`config.mk`:
```
export PLATFORM = sky130hd
export DESIGN_NAME = fsync_gen
export DESIGN_NICKNAME = d
export VERILOG_FILES = /design/src/rtl/fsync_pkg.sv /design/src/rtl/fsync_down_cnt.sv /design/src/rtl/fsync_edge_sync.sv /design/src/rtl/fsync_gen.sv
export SDC_FILE = /design/constraint.sdc
export NUM_CORES = 1
export LEC_CHECK = 0
export ABC_AREA = 1
export CORE_ASPECT_RATIO = 0.7
export CORE_UTILIZATION = 46
export CTS_CLUSTER_SIZE = 24
export DETAILED_ROUTE_END_ITERATION = 12
export HOLD_SLACK_MARGIN = 0.08
export MAX_ROUTING_LAYER = met4
export PLACE_DENSITY = 0.71
export SLEW_MARGIN = 10
export SYNTH_ARGS = -nofsm -noshare
export SYNTH_HDL_FRONTEND = slang
export SYNTH_SLANG_ARGS = --single-unit
```
`constraint.sdc`:
```
create_clock -name clk -period 3.4 [get_ports clk]
set_clock_uncertainty 0.05 [all_clocks]
set_input_delay 0.51 -clock clk [delete_from_list [all_inputs] [get_ports clk]]
set_output_delay 0.51 -clock clk [all_outputs]
set_load 0.02 [all_outputs]
```
`src/rtl/fsync_pkg.sv`:
```
package fsync_pkg;
   localparam int unsigned DEF_PER_W = 12;
   localparam int unsigned DEF_WID_W = 8;
   localparam int unsigned DEF_SYNC_STAGES = 2;

   // Reasons a frame may begin in a given cycle
   typedef enum logic [1:0] {
      START_NONE = 2'd0,
      START_INT  = 2'd1,
      START_EXT  = 2'd2
   } start_src_e;
endpackage

```
`src/rtl/fsync_down_cnt.sv`:
```
module fsync_down_cnt #(
   parameter int unsigned W = 8
) (
   input  logic         clk,
   input  logic         rst_n,
   input  logic         load,
   input  logic [W-1:0] load_val,
   input  logic         dec,
   output logic [W-1:0] cnt,
   output logic         zero
);
   if (W < 1) begin : g_bad_width
      $error("fsync_down_cnt: W must be at least 1");
   end

   always_ff @(posedge clk or negedge rst_n) begin
      if (!rst_n) begin
         cnt <= '0;
      end else if (load) begin
         cnt <= load_val;
      end else if (dec && (cnt != '0)) begin
         cnt <= cnt - 1'b1;
      end
   end

   assign zero = (cnt == '0);
endmodule

```
`src/rtl/fsync_edge_sync.sv`:
```
module fsync_edge_sync #(
   parameter int unsigned STAGES = 2
) (
   input  logic clk,
   input  logic rst_n,
   input  logic din,
   output logic rise
);
   localparam int unsigned LAST = STAGES - 1;

   if (STAGES < 1) begin : g_bad_stages
      $error("fsync_edge_sync: STAGES must be at least 1");
   end

   logic [STAGES:0] chain;

   always_ff @(posedge clk or negedge rst_n) begin
      if (!rst_n) begin
         chain <= '0;
      end else begin
         chain <= {chain[STAGES-1:0], din};
      end
   end

   assign rise = chain[LAST] & ~chain[STAGES];
endmodule

```
`src/rtl/fsync_gen.sv`:
```
module fsync_gen
   import fsync_pkg::*;
#(
   parameter int unsigned PER_W       = DEF_PER_W,
   parameter int unsigned WID_W       = DEF_WID_W,
   parameter int unsigned SYNC_STAGES = DEF_SYNC_STAGES,
   parameter bit          EXT_SYNC_EN = 1'b1
) (
   input  logic             clk,
   input  logic             rst_n,
   input  logic             tick,
   input  logic             run,
   input  logic             fs_mode,
   input  logic             ext_mode,
   input  logic             ext_sync,
   input  logic [PER_W-1:0] period_cfg,
   input  logic [WID_W-1:0] width_cfg,
   output logic             fsg,
   output logic             frame_start
);
   if (PER_W < 1 || PER_W > 32) begin : g_bad_per
      $error("fsync_gen: PER_W out of range");
   end
   if (WID_W < 1 || WID_W > 32) begin : g_bad_wid
      $error("fsync_gen: WID_W out of range");
   end

   logic             en;
   logic             ext_rise;
   logic             ext_pend;
   logic             armed;
   logic             per_zero;
   logic             wid_zero;
   logic [PER_W-1:0] per_cnt;
   logic [WID_W-1:0] wid_cnt;
   start_src_e       start_src;
   logic             start;

   assign en = run & fs_mode;

   // External sync edge detection, chosen at elaboration
   if (EXT_SYNC_EN) begin : g_ext
      fsync_edge_sync #(.STAGES(SYNC_STAGES)) u_sync (
         .clk  (clk),
         .rst_n(rst_n),
         .din  (ext_sync),
         .rise (ext_rise)
      );
   end else begin : g_no_ext
      assign ext_rise = 1'b0;
   end

   // Decide whether this cycle begins a frame
   always_comb begin
      start_src = START_NONE;
      if (tick && en) begin
         if (ext_mode) begin
            if (ext_pend) start_src = START_EXT;
         end else if (!armed || per_zero) begin
            start_src = START_INT;
         end
      end
   end

   assign start = (start_src != START_NONE);

   fsync_down_cnt #(.W(PER_W)) u_per (
      .clk     (clk),
      .rst_n   (rst_n),
      .load    (!en || start),
      .load_val(period_cfg),
      .dec     (tick && en && !ext_mode && !start),
      .cnt     (per_cnt),
      .zero    (per_zero)
   );

   fsync_down_cnt #(.W(WID_W)) u_wid (
      .clk     (clk),
      .rst_n   (rst_n),
      .load    (!en || start),
      .load_val(width_cfg),
      .dec     (tick && en && fsg && !start),
      .cnt     (wid_cnt),
      .zero    (wid_zero)
   );

   always_ff @(posedge clk or negedge rst_n) begin
      if (!rst_n) begin
         armed <= 1'b0;
      end else if (!en) begin
         armed <= 1'b0;
      end else if (start_src == START_INT) begin
         armed <= 1'b1;
      end
   end

   always_ff @(posedge clk or negedge rst_n) begin
      if (!rst_n) begin
         ext_pend <= 1'b0;
      end else if (!en || !ext_mode) begin
         ext_pend <= 1'b0;
      end else if (ext_rise) begin
         ext_pend <= 1'b1;
      end else if (start_src == START_EXT) begin
         ext_pend <= 1'b0;
      end
   end

   always_ff @(posedge clk or negedge rst_n) begin
      if (!rst_n) begin
         fsg         <= 1'b0;
         frame_start <= 1'b0;
      end else begin
         frame_start <= start;
         if (!en) begin
            fsg <= 1'b0;
         end else if (start) begin
            fsg <= 1'b1;
         end else if (tick && fsg && wid_zero) begin
            fsg <= 1'b0;
         end
      end
   end
endmodule

```
# Word-level counts from Yosys, hierarchy flattened
# Cells that the tools add are included.
dict set report totals {
  elab_cells 56
  reg_bits 27
  inputBits 27
}
dict set report op_classes {
  n_bitwise 3
  reduce_logical 24
  muxes 16
  eq_ne 4
  n_addsub 2
}
# op count
set ops {}
lappend ops {{$mux 12} 2}
lappend ops {{$mux 8} 2}
lappend ops {{$logic_not 12->1} 1}
lappend ops {{$reduce_bool 12->1} 1}
lappend ops {{$sub 12x1->12 const B} 1}
lappend ops {{$logic_and 1x1->1} 9}
lappend ops {{$mux 1} 9}
lappend ops {{$logic_not 8->1} 1}
lappend ops {{$reduce_bool 8->1} 1}
lappend ops {{$sub 8x1->8 const B} 1}
lappend ops {{$mux 2} 3}
lappend ops {{$reduce_bool 2->1} 3}
lappend ops {{$logic_not 1->1} 4}
lappend ops {{$logic_or 1x1->1} 3}
lappend ops {{$ne 3x1->1 const B} 1}
lappend ops {{$reduce_bool 3->1} 1}
lappend ops {{$and 1x1->1} 2}
lappend ops {{$eq 2x1->1 const B} 1}
lappend ops {{$eq 2x2->1 const B} 1}
lappend ops {{$ne 2x1->1 const B} 1}
lappend ops {{$not 1->1} 1}

# Depth between registers and ports, before layout
# Gate-level depths: netlist of run 1.
dict set report depth {
  word_depth 11
  depth_mapped 13
  depth_no_buf 12
}

# By module
# From an unflattened synthesis of run 1, not the netlist that was laid out.
dict set report hier_totals {
  cells_unflattened 259
  hier_area_um2 1801.7
}
# module cells_per_inst n_inst seq_area_each_um2 area_each_um2
set by_module_without_submodules {}
lappend by_module_without_submodules {{fsync_down_cnt at u_per} 130 1 300.3 904.6}
lappend by_module_without_submodules {{fsync_down_cnt at u_wid} 93 1 200.2 596.8}
lappend by_module_without_submodules {fsync_gen 31 1 100.1 215.2}
lappend by_module_without_submodules {fsync_edge_sync 5 1 75.1 85.1}

# Worst setup path after synthesis of run 1
# Ideal clock, no wire load.
dict set report synth_timing {
  path_type {flip-flop to flip-flop}
  startpoint {register u_per.cnt[0]}
  endpoint {register u_wid.cnt[6]}
  arrival_ns 1.507
  setup_slack_ns 1.719
  stages_incl_launch_ff 12
  path_buffers 1
  path_cell_list {dfrtp_1 -> inv_1 -> ha_1 -> nand2_2 -> nor2_2 -> nand2_2 -> nand2_1 -> nand2_2 -> nand3_4 -> buf_6 -> or2_1 -> nand3_1}
}
dict set report synth_via {
  elab_chain_len 10
  elab_cells_between_ends 12
  cone_classes {mux (4); reduce/logical (8)}
}
# element line_no
set synth_rtl {}
lappend synth_rtl {{start, declared} fsync_down_cnt.sv:9} ;# output logic [W-1:0] cnt,
lappend synth_rtl {{start signal, assigned} fsync_down_cnt.sv:20} ;# cnt <= load_val;
lappend synth_rtl {{start signal, assigned} fsync_down_cnt.sv:22} ;# cnt <= cnt - 1'b1;
lappend synth_rtl {{$logic_not 12->1 (*)} fsync_down_cnt.sv:26} ;# assign zero = (cnt == '0);
lappend synth_rtl {{$logic_or 1x1->1 (*)} fsync_gen.sv:59} ;# end else if (!armed || per_zero) begin
lappend synth_rtl {{$mux 1 (*)} fsync_gen.sv:59}
lappend synth_rtl {{$mux 2 (*)} fsync_gen.sv:57} ;# if (ext_mode) begin
lappend synth_rtl {{$mux 2 (*)} fsync_gen.sv:56} ;# if (tick && en) begin
lappend synth_rtl {{$reduce_bool 2->1 (*)} fsync_gen.sv:65} ;# assign start = (start_src != START_NONE);
lappend synth_rtl {{$logic_not 1->1} fsync_gen.sv:82} ;# .dec (tick && en && fsg && !start),
lappend synth_rtl {{$logic_and 1x1->1} fsync_gen.sv:82}
lappend synth_rtl {{$logic_and 1x1->1} fsync_down_cnt.sv:21} ;# end else if (dec && (cnt != '0)) begin
lappend synth_rtl {{$reduce_bool 2->1 (no line)} -}
lappend synth_rtl {{end signal, assigned} fsync_down_cnt.sv:20}
lappend synth_rtl {{end signal, assigned} fsync_down_cnt.sv:22}
lappend synth_rtl {{end, declared} fsync_down_cnt.sv:9}
# Every way passes the cells marked *; elsewhere a longest branch is shown, timed or not.
# A chain may end at the register's enable or synchronous reset.

# Worst setup path after layout of run 1
dict set report layout_timing {
  startpoint {input tick}
  endpoint {register u_wid.cnt[0]}
}
dict set report layout_via {
  elab_chain_len 7
  elab_cells_between_ends 10
  cone_classes {mux (2); reduce/logical (8)}
}
# element line_no
set layout_rtl {}
lappend layout_rtl {{start, declared} fsync_gen.sv:11} ;# input logic tick,
lappend layout_rtl {{$logic_and 1x1->1 (*)} {fsync_gen.sv:56, fsync_gen.sv:82}}
lappend layout_rtl {{$mux 2} fsync_gen.sv:56}
lappend layout_rtl {{$reduce_bool 2->1} fsync_gen.sv:65}
lappend layout_rtl {{$logic_not 1->1} fsync_gen.sv:82}
lappend layout_rtl {{$logic_and 1x1->1} fsync_gen.sv:82}
lappend layout_rtl {{$logic_and 1x1->1} fsync_down_cnt.sv:21}
lappend layout_rtl {{$reduce_bool 2->1 (no line)} -}
# Marked as above.

==> metrics.txt, run 1 <==
# TYPE chip_impl_metric gauge
chip_impl_info{name="outcome",value="completed"} 1
chip_impl_info{name="critical_path.reg2reg.endpoint",value="u_wid.cnt[0]"} 1
chip_impl_metric{name="synth_xor_xnor_area_share",unit="%"} 7.70
chip_impl_metric{name="min_period",unit="ns"} 2.12
chip_impl_info{name="cts_tree",value="built"} 1
chip_impl_metric{name="placed_cells",unit=""} 287
chip_impl_metric{name="syn-num-nets",unit=""} 242
chip_impl_metric{name="r2r.worst_path.cells",unit=""} 11
chip_impl_metric{name="fin_ws",unit="ns"} 1.28
chip_impl_metric{name="hold_viol",unit=""} 0
chip_impl_metric{name="worstHoldPathCells",unit=""} 0
chip_impl_metric{name="syn-cell-area",unit="mm2"} 0.00159
chip_impl_metric{name="setup_viol",unit=""} 0
chip_impl_metric{name="synth.distinct_cells",unit=""} 25
chip_impl_metric{name="grtUsageTotal",unit="%"} 21.6
chip_impl_metric{name="grt_max_degree",unit=""} 28
chip_impl_metric{name="cts.htree.levels",unit=""} 1
chip_impl_info{name="rsz0062_at_grt",value="no"} 1
chip_impl_metric{name="maxCapViolCount",unit=""} 0
chip_impl_metric{name="irDropWorstVdd",unit="uV"} 173
chip_impl_metric{name="buffer_ports.inserted",unit=""} 28
chip_impl_metric{name="syn2layout_area_growth",unit="%"} 23.4
chip_impl_metric{name="num_io_pins",unit=""} 29
chip_impl_metric{name="slew_violations",unit=""} 0
chip_impl_metric{name="gp_routability_congestion",unit=""} 0.770
chip_impl_metric{name="grt_overflow",unit=""} 0
chip_impl_metric{name="min_period_over_period",unit="%"} 62.5
chip_impl_metric{name="syn-mean-instance-area",unit="um2"} 7.48
chip_impl_metric{name="via_count_of_the_first_global_routing_pass",unit=""} 1288
chip_impl_metric{name="power.density_cell_area",unit="mW/mm2"} 352
chip_impl_metric{name="antenna_cells_inserted",unit=""} 0
chip_impl_metric{name="reg2reg_slack",unit="ns"} 1.36
chip_impl_metric{name="tns",unit="ns"} 0
chip_impl_metric{name="fin_util",unit="%"} 60.8
chip_impl_metric{name="routed-via-count",unit=""} 1419
chip_impl_metric{name="chipHeight",unit="um"} 51.2
chip_impl_metric{name="fmax",unit="GHz"} 0.471
chip_impl_metric{name="ys_seq_elements",unit=""} 27
chip_impl_metric{name="ctsHoldBuffers",unit=""} 0
chip_impl_metric{name="post_route_cells_drive_above_1_share",unit="%"} 6.97
chip_impl_metric{name="finish.net_count",unit=""} 274
chip_impl_info{name="timing.setup.critical_path_class",value="input pin to flip-flop"} 1
chip_impl_metric{name="number_of_buffers_created_by_cts",unit=""} 3
chip_impl_metric{name="detail_route.drc_violations",unit=""} 0
chip_impl_metric{name="post_cts_buffers",unit=""} 0
chip_impl_metric{name="sink_count_of_the_clock_tree",unit=""} 27
chip_impl_metric{name="synth_fa_ha_area_share",unit="%"} 1.57
chip_impl_info{name="dominant_combinational_cell_family_by_area_after_synthesis",value="simple AND/OR/NAND/NOR gates"} 1
chip_impl_info{name="start_kind",value="input pin"} 1
chip_impl_metric{name="worstPathRequired",unit="ns"} 3.52
chip_impl_metric{name="design.core.area",unit="mm2"} 0.00323
chip_impl_metric{name="std_cell_rows",unit=""} 17
chip_impl_metric{name="drt_pre_antenna_iters",unit=""} 4
chip_impl_info{name="holdCritStartpoint",value="g_ext.u_sync.chain[0]"} 1
chip_impl_info{name="critPathCaptureType",value="flip-flop"} 1
chip_impl_metric{name="drt-vias-per-instance",unit=""} 4.88
chip_impl_metric{name="measured_slew_at_the_worst_slew_check_pin",unit="ns"} 0.537
chip_impl_info{name="class_of_the_tightest_hold_or_removal_check",value="flip-flop to flip-flop"} 1
chip_impl_metric{name="synth_compound_area_share",unit="%"} 4.32
chip_impl_metric{name="layoutNonFillerInstCount",unit=""} 291
chip_impl_metric{name="drt-total-wl",unit="mm"} 3.30
chip_impl_info{name="timing.rr.start",value="u_per.cnt[0]"} 1
chip_impl_metric{name="ys_seq_area_share",unit="%"} 42.4
chip_impl_metric{name="final_area",unit="mm2"} 0.00197
chip_impl_metric{name="maxSlewHeadroom",unit="%"} 63.9
chip_impl_metric{name="antenna_left",unit=""} 0
chip_impl_metric{name="first_pass_grt_wire_length",unit="mm"} 6.00
chip_impl_metric{name="p_leak",unit="uW"} 0.000932
chip_impl_metric{name="arrival",unit="ns"} 2.25
chip_impl_metric{name="hpwl",unit="mm"} 2.44
chip_impl_metric{name="synth-warning-count",unit=""} 0
chip_impl_metric{name="highest_net_fanout_along_the_worst_path",unit=""} 24
chip_impl_metric{name="post_synth_mux_area_share",unit="%"} 0
chip_impl_metric{name="post_synth_and_or_nand_nor_area_fraction",unit="%"} 37.4
chip_impl_metric{name="clk_pin_slew",unit="ns"} 0.09
chip_impl_metric{name="die_w",unit="um"} 72.3
chip_impl_info{name="root_cell_of_the_clock_tree",value="sky130_fd_sc_hd__clkbuf_8"} 1
chip_impl_metric{name="clock_latency",unit="ns"} 0.27
chip_impl_metric{name="preCtsSetupSlack",unit="ns"} 0.995
chip_impl_metric{name="wl_per_cell",unit="um"} 11.4
chip_impl_info{name="timing.hold.worst_endpoint",value="g_ext.u_sync.chain[1]"} 1
chip_impl_metric{name="cts.path.max_buffers",unit=""} 2
chip_impl_metric{name="ctsResizeCount",unit=""} 0
chip_impl_metric{name="postPlaceCellArea",unit="mm2"} 0.00192
chip_impl_metric{name="effective_utilization_at_floorplan",unit="%"} 49.3
chip_impl_metric{name="grt_antenna_before_repair",unit=""} 0
chip_impl_metric{name="design.die.area",unit="mm2"} 0.00371
chip_impl_metric{name="drt_iter0_markers",unit=""} 142
chip_impl_metric{name="postSynthCellCount",unit=""} 213
## critical path, cell delays in order
cell and delay (ns):
sky130_fd_sc_hd__clkdlybuf4s50_1 0.54, sky130_fd_sc_hd__inv_1 0.07, sky130_fd_sc_hd__nor3_1 0.35, sky130_fd_sc_hd__nand2_2 0.15, sky130_fd_sc_hd__nand3_4 0.25, sky130_fd_sc_hd__inv_2 0.14
sky130_fd_sc_hd__o21ai_0 0.16, sky130_fd_sc_hd__inv_1 0.05
## cells in the mapped netlist
master | n | area share (%)
sky130_fd_sc_hd__buf_6 | 1 | 0.71
sky130_fd_sc_hd__nor2_2 | 4 | 1.6
sky130_fd_sc_hd__nor2_4 | 1 | 0.71
sky130_fd_sc_hd__nand3b_1 | 2 | 0.94
sky130_fd_sc_hd__nand2_1 | 67 | 16
sky130_fd_sc_hd__a22oi_1 | 1 | 0.47
sky130_fd_sc_hd__buf_4 | 1 | 0.47
sky130_fd_sc_hd__inv_1 | 21 | 4.9
sky130_fd_sc_hd__a31oi_1 | 1 | 0.39
sky130_fd_sc_hd__o21ai_0 | 5 | 1.6
sky130_fd_sc_hd__nand3_4 | 1 | 1.1
sky130_fd_sc_hd__or2_1 | 1 | 0.39
sky130_fd_sc_hd__nand3_1 | 25 | 7.9
sky130_fd_sc_hd__xor2_1 | 10 | 5.5
sky130_fd_sc_hd__dfrtp_1 | 27 | 42
sky130_fd_sc_hd__a21oi_1 | 6 | 1.9
sky130_fd_sc_hd__inv_2 | 2 | 0.47
sky130_fd_sc_hd__nor2_1 | 20 | 4.7
sky130_fd_sc_hd__nand4_1 | 3 | 1.2
sky130_fd_sc_hd__nor3_1 | 3 | 0.94
sky130_fd_sc_hd__xnor2_1 | 4 | 2.2
sky130_fd_sc_hd__nand2_2 | 3 | 1.2
sky130_fd_sc_hd__ha_1 | 2 | 1.6
sky130_fd_sc_hd__or2_2 | 1 | 0.39
sky130_fd_sc_hd__nand3_2 | 1 | 0.63
## worst max path at each step
stage / to / slack, ns / cells past startpoint / startpoint
6_report: u_wid.cnt[0] / 1.28 / 8 / tick
5_1_grt: u_per.cnt[2] / 1.08 / 8 / tick
4_1_cts: u_wid.cnt[0] / 1.29 / 8 / tick
3_5_place_dp: u_wid.cnt[0] / 1.0 / 8 / tick
3_3_place_gp: u_wid.cnt[0] / 1.07 / 8 / tick
2_1_floorplan: u_wid.cnt[6] / 1.72 / 11 / u_per.cnt[0]
## where the power goes
group | total (uW) | switching [uW] | leakage [uW] | internal (uW)
clock | 183 | 98.7 | 0.0000228 | 83.9
sequential | 369 | 24.1 | 0.000328 | 345
combinational | 139 | 72.6 | 0.000582 | 66.5
## logic make-up after synthesis
family	after synthesis
XOR/XNOR	14
buffers and inverters	25
flip-flops	27
adder cells (fa/ha/maj)	2
AO/OA/AOI/OAI	13
AND/OR/NAND/NOR	132
## state kept, by name, summed over array words and instances, names as in the netlist
name	cells
u_wid.cnt	8
armed	1
g_ext.u_sync.chain	3
u_per.cnt	12
ext_pend	1
fsg	1
frame_start	1
## placed cells by master (no fill, tap or decap), types with 4 or more instances in the layout
cell and n:
sky130_fd_sc_hd__nand2_1 67, sky130_fd_sc_hd__clkdlybuf4s50_1 28, sky130_fd_sc_hd__dfrtp_1 27, sky130_fd_sc_hd__nand3_1 25
sky130_fd_sc_hd__inv_1 21, sky130_fd_sc_hd__nor2_1 20, sky130_fd_sc_hd__xor2_1 10, sky130_fd_sc_hd__a21oi_1 6
sky130_fd_sc_hd__o21ai_0 5, sky130_fd_sc_hd__nor2_2 4, sky130_fd_sc_hd__xnor2_1 4
## final cells by class
class                           instances  area [um2]
Multi-Input combinational cell        161         812
Timing Repair Buffer                   29         288
Sequential cell                        27         676
Inverter                               23        86.3
Tap cell                               47        58.8
Clock buffer                            4        45.0
Fill cell                             312        1270
## metrics by stage
stage	power, uW	hold WS (ns)
detailed placement	514	0.295
global route	736	0.329
CTS	697	0.306
finish	691	0.304
floorplan	456	0.164
global placement	512	0.283
## routing by layer
layer / part of all wire (%) / global-route usage (%) / vias to the layer above
met5: 0 / - / -
li1: - / - / 742
met4: 0.48 / 2.94 / 0
met2: 40 / 29.1 / 41
met1: 52 / 33.7 / 634
met3: 7.2 / 4.34 / 2
No activity file was read; power rests on OpenSTA's default activity.
==> inputs of run 2 (changes only) <==
--- a/config.mk
+++ b/config.mk
@@ -12,7 +12,7 @@
 export DETAILED_ROUTE_END_ITERATION = 12
 export HOLD_SLACK_MARGIN = 0.08
 export MAX_ROUTING_LAYER = met4
-export PLACE_DENSITY = 0.71
+export PLACE_DENSITY = 0.74
 export SLEW_MARGIN = 10
 export SYNTH_ARGS = -nofsm -noshare
 export SYNTH_HDL_FRONTEND = slang
==> constraint.sdc (replaced) <==
create_clock -name clk -period 1.9 [get_ports clk]
set_clock_uncertainty 0.05 [all_clocks]
set_input_delay 0.285 -clock clk [delete_from_list [all_inputs] [get_ports clk]]
set_output_delay 0.285 -clock clk [all_outputs]
set_load 0.02 [all_outputs]
==> metrics.txt, run 2 (synthesis gave the netlist of run 1 again) <==
# TYPE chip_impl_metric gauge
chip_impl_metric{name="netSwitchingPower",unit="uW"} 373
chip_impl_metric{name="highest_net_fanout_along_the_worst_path",unit=""} 7
chip_impl_metric{name="power_switching_share",unit="%"} 28.8
chip_impl_metric{name="std_cell_rows",unit=""} 17
chip_impl_metric{name="tns",unit="ns"} 0
chip_impl_metric{name="max_ffs_per_register",unit=""} 12
chip_impl_metric{name="cts.htree.levels",unit=""} 1
chip_impl_metric{name="syn2layout_area_growth",unit="%"} 36.1
chip_impl_metric{name="drt-total-wl",unit="mm"} 3.67
chip_impl_metric{name="die_w",unit="um"} 72.3
chip_impl_metric{name="timing.hold.ws",unit="ns"} 0.318
chip_impl_info{name="timing.setup.critical_path_class",value="flip-flop to flip-flop"} 1
chip_impl_metric{name="p_leak",unit="uW"} 0.00103
chip_impl_info{name="cts_tree",value="built"} 1
chip_impl_metric{name="reg2reg_slack",unit="ns"} 0.08
chip_impl_info{name="cell_mode_on_critical_path",value="sky130_fd_sc_hd__nand2_2"} 1
chip_impl_metric{name="p_comb_share",unit="%"} 23.1
chip_impl_metric{name="preCtsSetupSlack",unit="ns"} -0.0425
chip_impl_metric{name="worst_path_largest_cell_delay",unit="ns"} 0.38
chip_impl_metric{name="clock_latency",unit="ns"} 0.28
chip_impl_metric{name="sink_count_of_the_clock_tree",unit=""} 27
chip_impl_metric{name="drt_pre_antenna_iters",unit=""} 4
chip_impl_info{name="rsz0062_at_grt",value="yes"} 1
chip_impl_metric{name="route.met3.wl",unit="um"} 196
chip_impl_metric{name="grt_max_degree",unit=""} 28
chip_impl_metric{name="irDropWorstVdd",unit="uV"} 375
chip_impl_metric{name="hpwl",unit="mm"} 2.51
chip_impl_metric{name="finish.net_count",unit=""} 290
chip_impl_metric{name="gp_routability_congestion",unit=""} 0.831
chip_impl_metric{name="power.share.sequential",unit="%"} 51.1
chip_impl_info{name="top_register",value="u_per.cnt"} 1
chip_impl_info{name="class_of_the_tightest_hold_or_removal_check",value="input pin to async pin"} 1
chip_impl_metric{name="hold_viol",unit=""} 0
chip_impl_metric{name="arrival",unit="ns"} 1.94
chip_impl_metric{name="m1WireLength",unit="mm"} 1.94
chip_impl_metric{name="antenna_left",unit=""} 0
chip_impl_metric{name="fmax",unit="GHz"} 0.548
chip_impl_metric{name="first_pass_grt_wire_length",unit="mm"} 5.80
chip_impl_metric{name="n_fill_cell",unit=""} 279
chip_impl_metric{name="num_io_pins",unit=""} 29
chip_impl_metric{name="number_of_buffers_created_by_cts",unit=""} 3
chip_impl_metric{name="maxCapViolCount",unit=""} 0
chip_impl_metric{name="drt_iter0_markers",unit=""} 106
chip_impl_info{name="critPathCaptureType",value="flip-flop"} 1
chip_impl_metric{name="effective_utilization_at_floorplan",unit="%"} 49.3
chip_impl_info{name="final_common_cell",value="sky130_fd_sc_hd__nand2_1"} 1
chip_impl_metric{name="design.die.area",unit="mm2"} 0.00371
chip_impl_metric{name="detailroute.wirelength.met2",unit="mm"} 1.51
chip_impl_metric{name="cts.path.max_buffers",unit=""} 2
chip_impl_metric{name="grtUsageTotal",unit="%"} 21.4
chip_impl_info{name="root_cell_of_the_clock_tree",value="sky130_fd_sc_hd__clkbuf_8"} 1
chip_impl_info{name="layout_common_cells",value="66 x sky130_fd_sc_hd__nand2_1, 28 x sky130_fd_sc_hd__clkdlybuf4s50_1, 27 x sky130_fd_sc_hd__dfrtp_1"} 1
chip_impl_metric{name="fin_ws",unit="ns"} 0.0751
chip_impl_metric{name="antenna_cells_inserted",unit=""} 0
chip_impl_info{name="crit_chain",value="inv_1 -> ha_2 -> nand2_2 -> nor2_4 -> nand2_2 -> nand2_1 -> nand2_2 -> nand3_4 -> buf_6 -> nor2_4 -> nand2_1 -> nand3_1"} 1
chip_impl_metric{name="multi_input_area",unit="um2"} 846
chip_impl_metric{name="via_count_of_the_first_global_routing_pass",unit=""} 1265
chip_impl_info{name="top_regs",value="u_per.cnt x12, u_wid.cnt x8, g_ext.u_sync.chain x3"} 1
chip_impl_metric{name="wl_per_cell",unit="um"} 12.0
chip_impl_metric{name="min_period_over_period",unit="%"} 96.0
chip_impl_metric{name="fin_util",unit="%"} 67.1
chip_impl_metric{name="power.density_cell_area",unit="mW/mm2"} 597
chip_impl_metric{name="routed-via-count",unit=""} 1470
chip_impl_metric{name="measured_slew_at_the_worst_slew_check_pin",unit="ns"} 0.359
chip_impl_metric{name="worstPathRequired",unit="ns"} 2.02
chip_impl_metric{name="drt-vias-per-instance",unit=""} 4.79
chip_impl_metric{name="detail_route.drc_violations",unit=""} 0
chip_impl_metric{name="slew_violations",unit=""} 0
chip_impl_metric{name="grt_antenna_before_repair",unit=""} 0
chip_impl_metric{name="post_route_cells_drive_above_1_share",unit="%"} 14.2
chip_impl_info{name="top_layer",value="met4"} 1
chip_impl_metric{name="p_int",unit="uW"} 921
chip_impl_info{name="outcome",value="completed"} 1
chip_impl_metric{name="clk_pin_slew",unit="ns"} 0.09
chip_impl_metric{name="grt_overflow",unit=""} 0
chip_impl_metric{name="storage_element_area",unit="um2"} 676
chip_impl_metric{name="ctsHoldBuffers",unit=""} 0
chip_impl_metric{name="clockPowerShare",unit="%"} 25.8
chip_impl_metric{name="chipHeight",unit="um"} 51.2
chip_impl_metric{name="design.core.area",unit="mm2"} 0.00323
chip_impl_metric{name="maxSlewHeadroom",unit="%"} 75.9
chip_impl_info{name="start_kind",value="flip-flop"} 1
chip_impl_metric{name="setup_viol",unit=""} 0
chip_impl_metric{name="power",unit="uW"} 1290
chip_impl_info{name="critPathSlowestCell",value="sky130_fd_sc_hd__dfrtp_1"} 1
chip_impl_metric{name="min_period",unit="ns"} 1.82
chip_impl_metric{name="buffer_ports.inserted",unit=""} 28
==> run 2: cell types whose count changed in the layout (fill, tap and decap cells not counted), moves of 2 or more <==
cell / change
sky130_fd_sc_hd__buf_4: +10
sky130_fd_sc_hd__buf_12: +2
sky130_fd_sc_hd__nor2_4: +4
sky130_fd_sc_hd__nor2_2: -2
==> run 2: power groups by stage <==
| stage | Combinational, uW | Clock, uW | Sequential [uW] |
|---|---|---|---|
| floorplan | 153 | 0 | 664 |
| global placement | 258 | 0 | 671 |
| detailed placement | 261 | 0 | 671 |
| CTS | 263 | 347 | 659 |
| global route | 333 | 374 | 670 |
| finish | 299 | 334 | 661 |
==> run 2: worst paths after layout <==
path                                        from                    end  depth (start not counted)
setup reg to reg                    u_per.cnt[1]           u_wid.cnt[2]                         12
max in group asynchronous                  rst_n          u_per.cnt[11]                          2
hold / removal                             rst_n           u_per.cnt[3]                          2
setup / recovery                    u_per.cnt[1]           u_wid.cnt[2]                         12
hold reg to reg            g_ext.u_sync.chain[0]  g_ext.u_sync.chain[1]                          0
min in group clk           g_ext.u_sync.chain[0]  g_ext.u_sync.chain[1]                          0
==> run 2: worst max-delay path, delay by kind of cell (launching register included) <==
family	cells	cell delay [ns]
adder cells (fa/ha/maj)	1	0.21
buffers and inverters	2	0.29
AND/OR/NAND/NOR	9	0.78
flip-flops	1	0.38
==> run 2: routing by layer <==
metal	vias up	track usage, %
met5	-	-
met4	0	5.88
met3	4	5.33
met2	51	29.6
met1	641	31.1
li1	774	-
==> run 2: what timing repair did <==
action	in CTS	in global routing
endpoints found under the setup margin	0	20
setup buffers	0	6
gates resized for setup	0	13
==> run 2: final cells by class <==
class                           instances  share of cell area (%)
Tap cell                               47                    2.71
Clock buffer                            4                    2.08
Multi-Input combinational cell        162                    39.0
Sequential cell                        27                    31.2
Timing Repair Buffer                   44                    20.9
Inverter                               23                    4.10
==> run 2: through the flow <==
step                      instances  area [um2]
after floorplan                 213        1590
after global placement          295        1980
after detailed placement        295        1980
after CTS                       299        2030
after global routing            307        2170
final                           307        2170
==> inputs of run 3 (changes only) <==
--- a/config.mk
+++ b/config.mk
@@ -13,7 +13,7 @@
 export HOLD_SLACK_MARGIN = 0.08
 export MAX_ROUTING_LAYER = met4
 export PLACE_DENSITY = 0.74
-export SLEW_MARGIN = 10
+export SLEW_MARGIN = 20
 export SYNTH_ARGS = -nofsm -noshare
 export SYNTH_HDL_FRONTEND = slang
 export SYNTH_SLANG_ARGS = --single-unit
==> results of run 3 <==
Same layout as run 2: the final DEF is identical, and so are final timing and power.
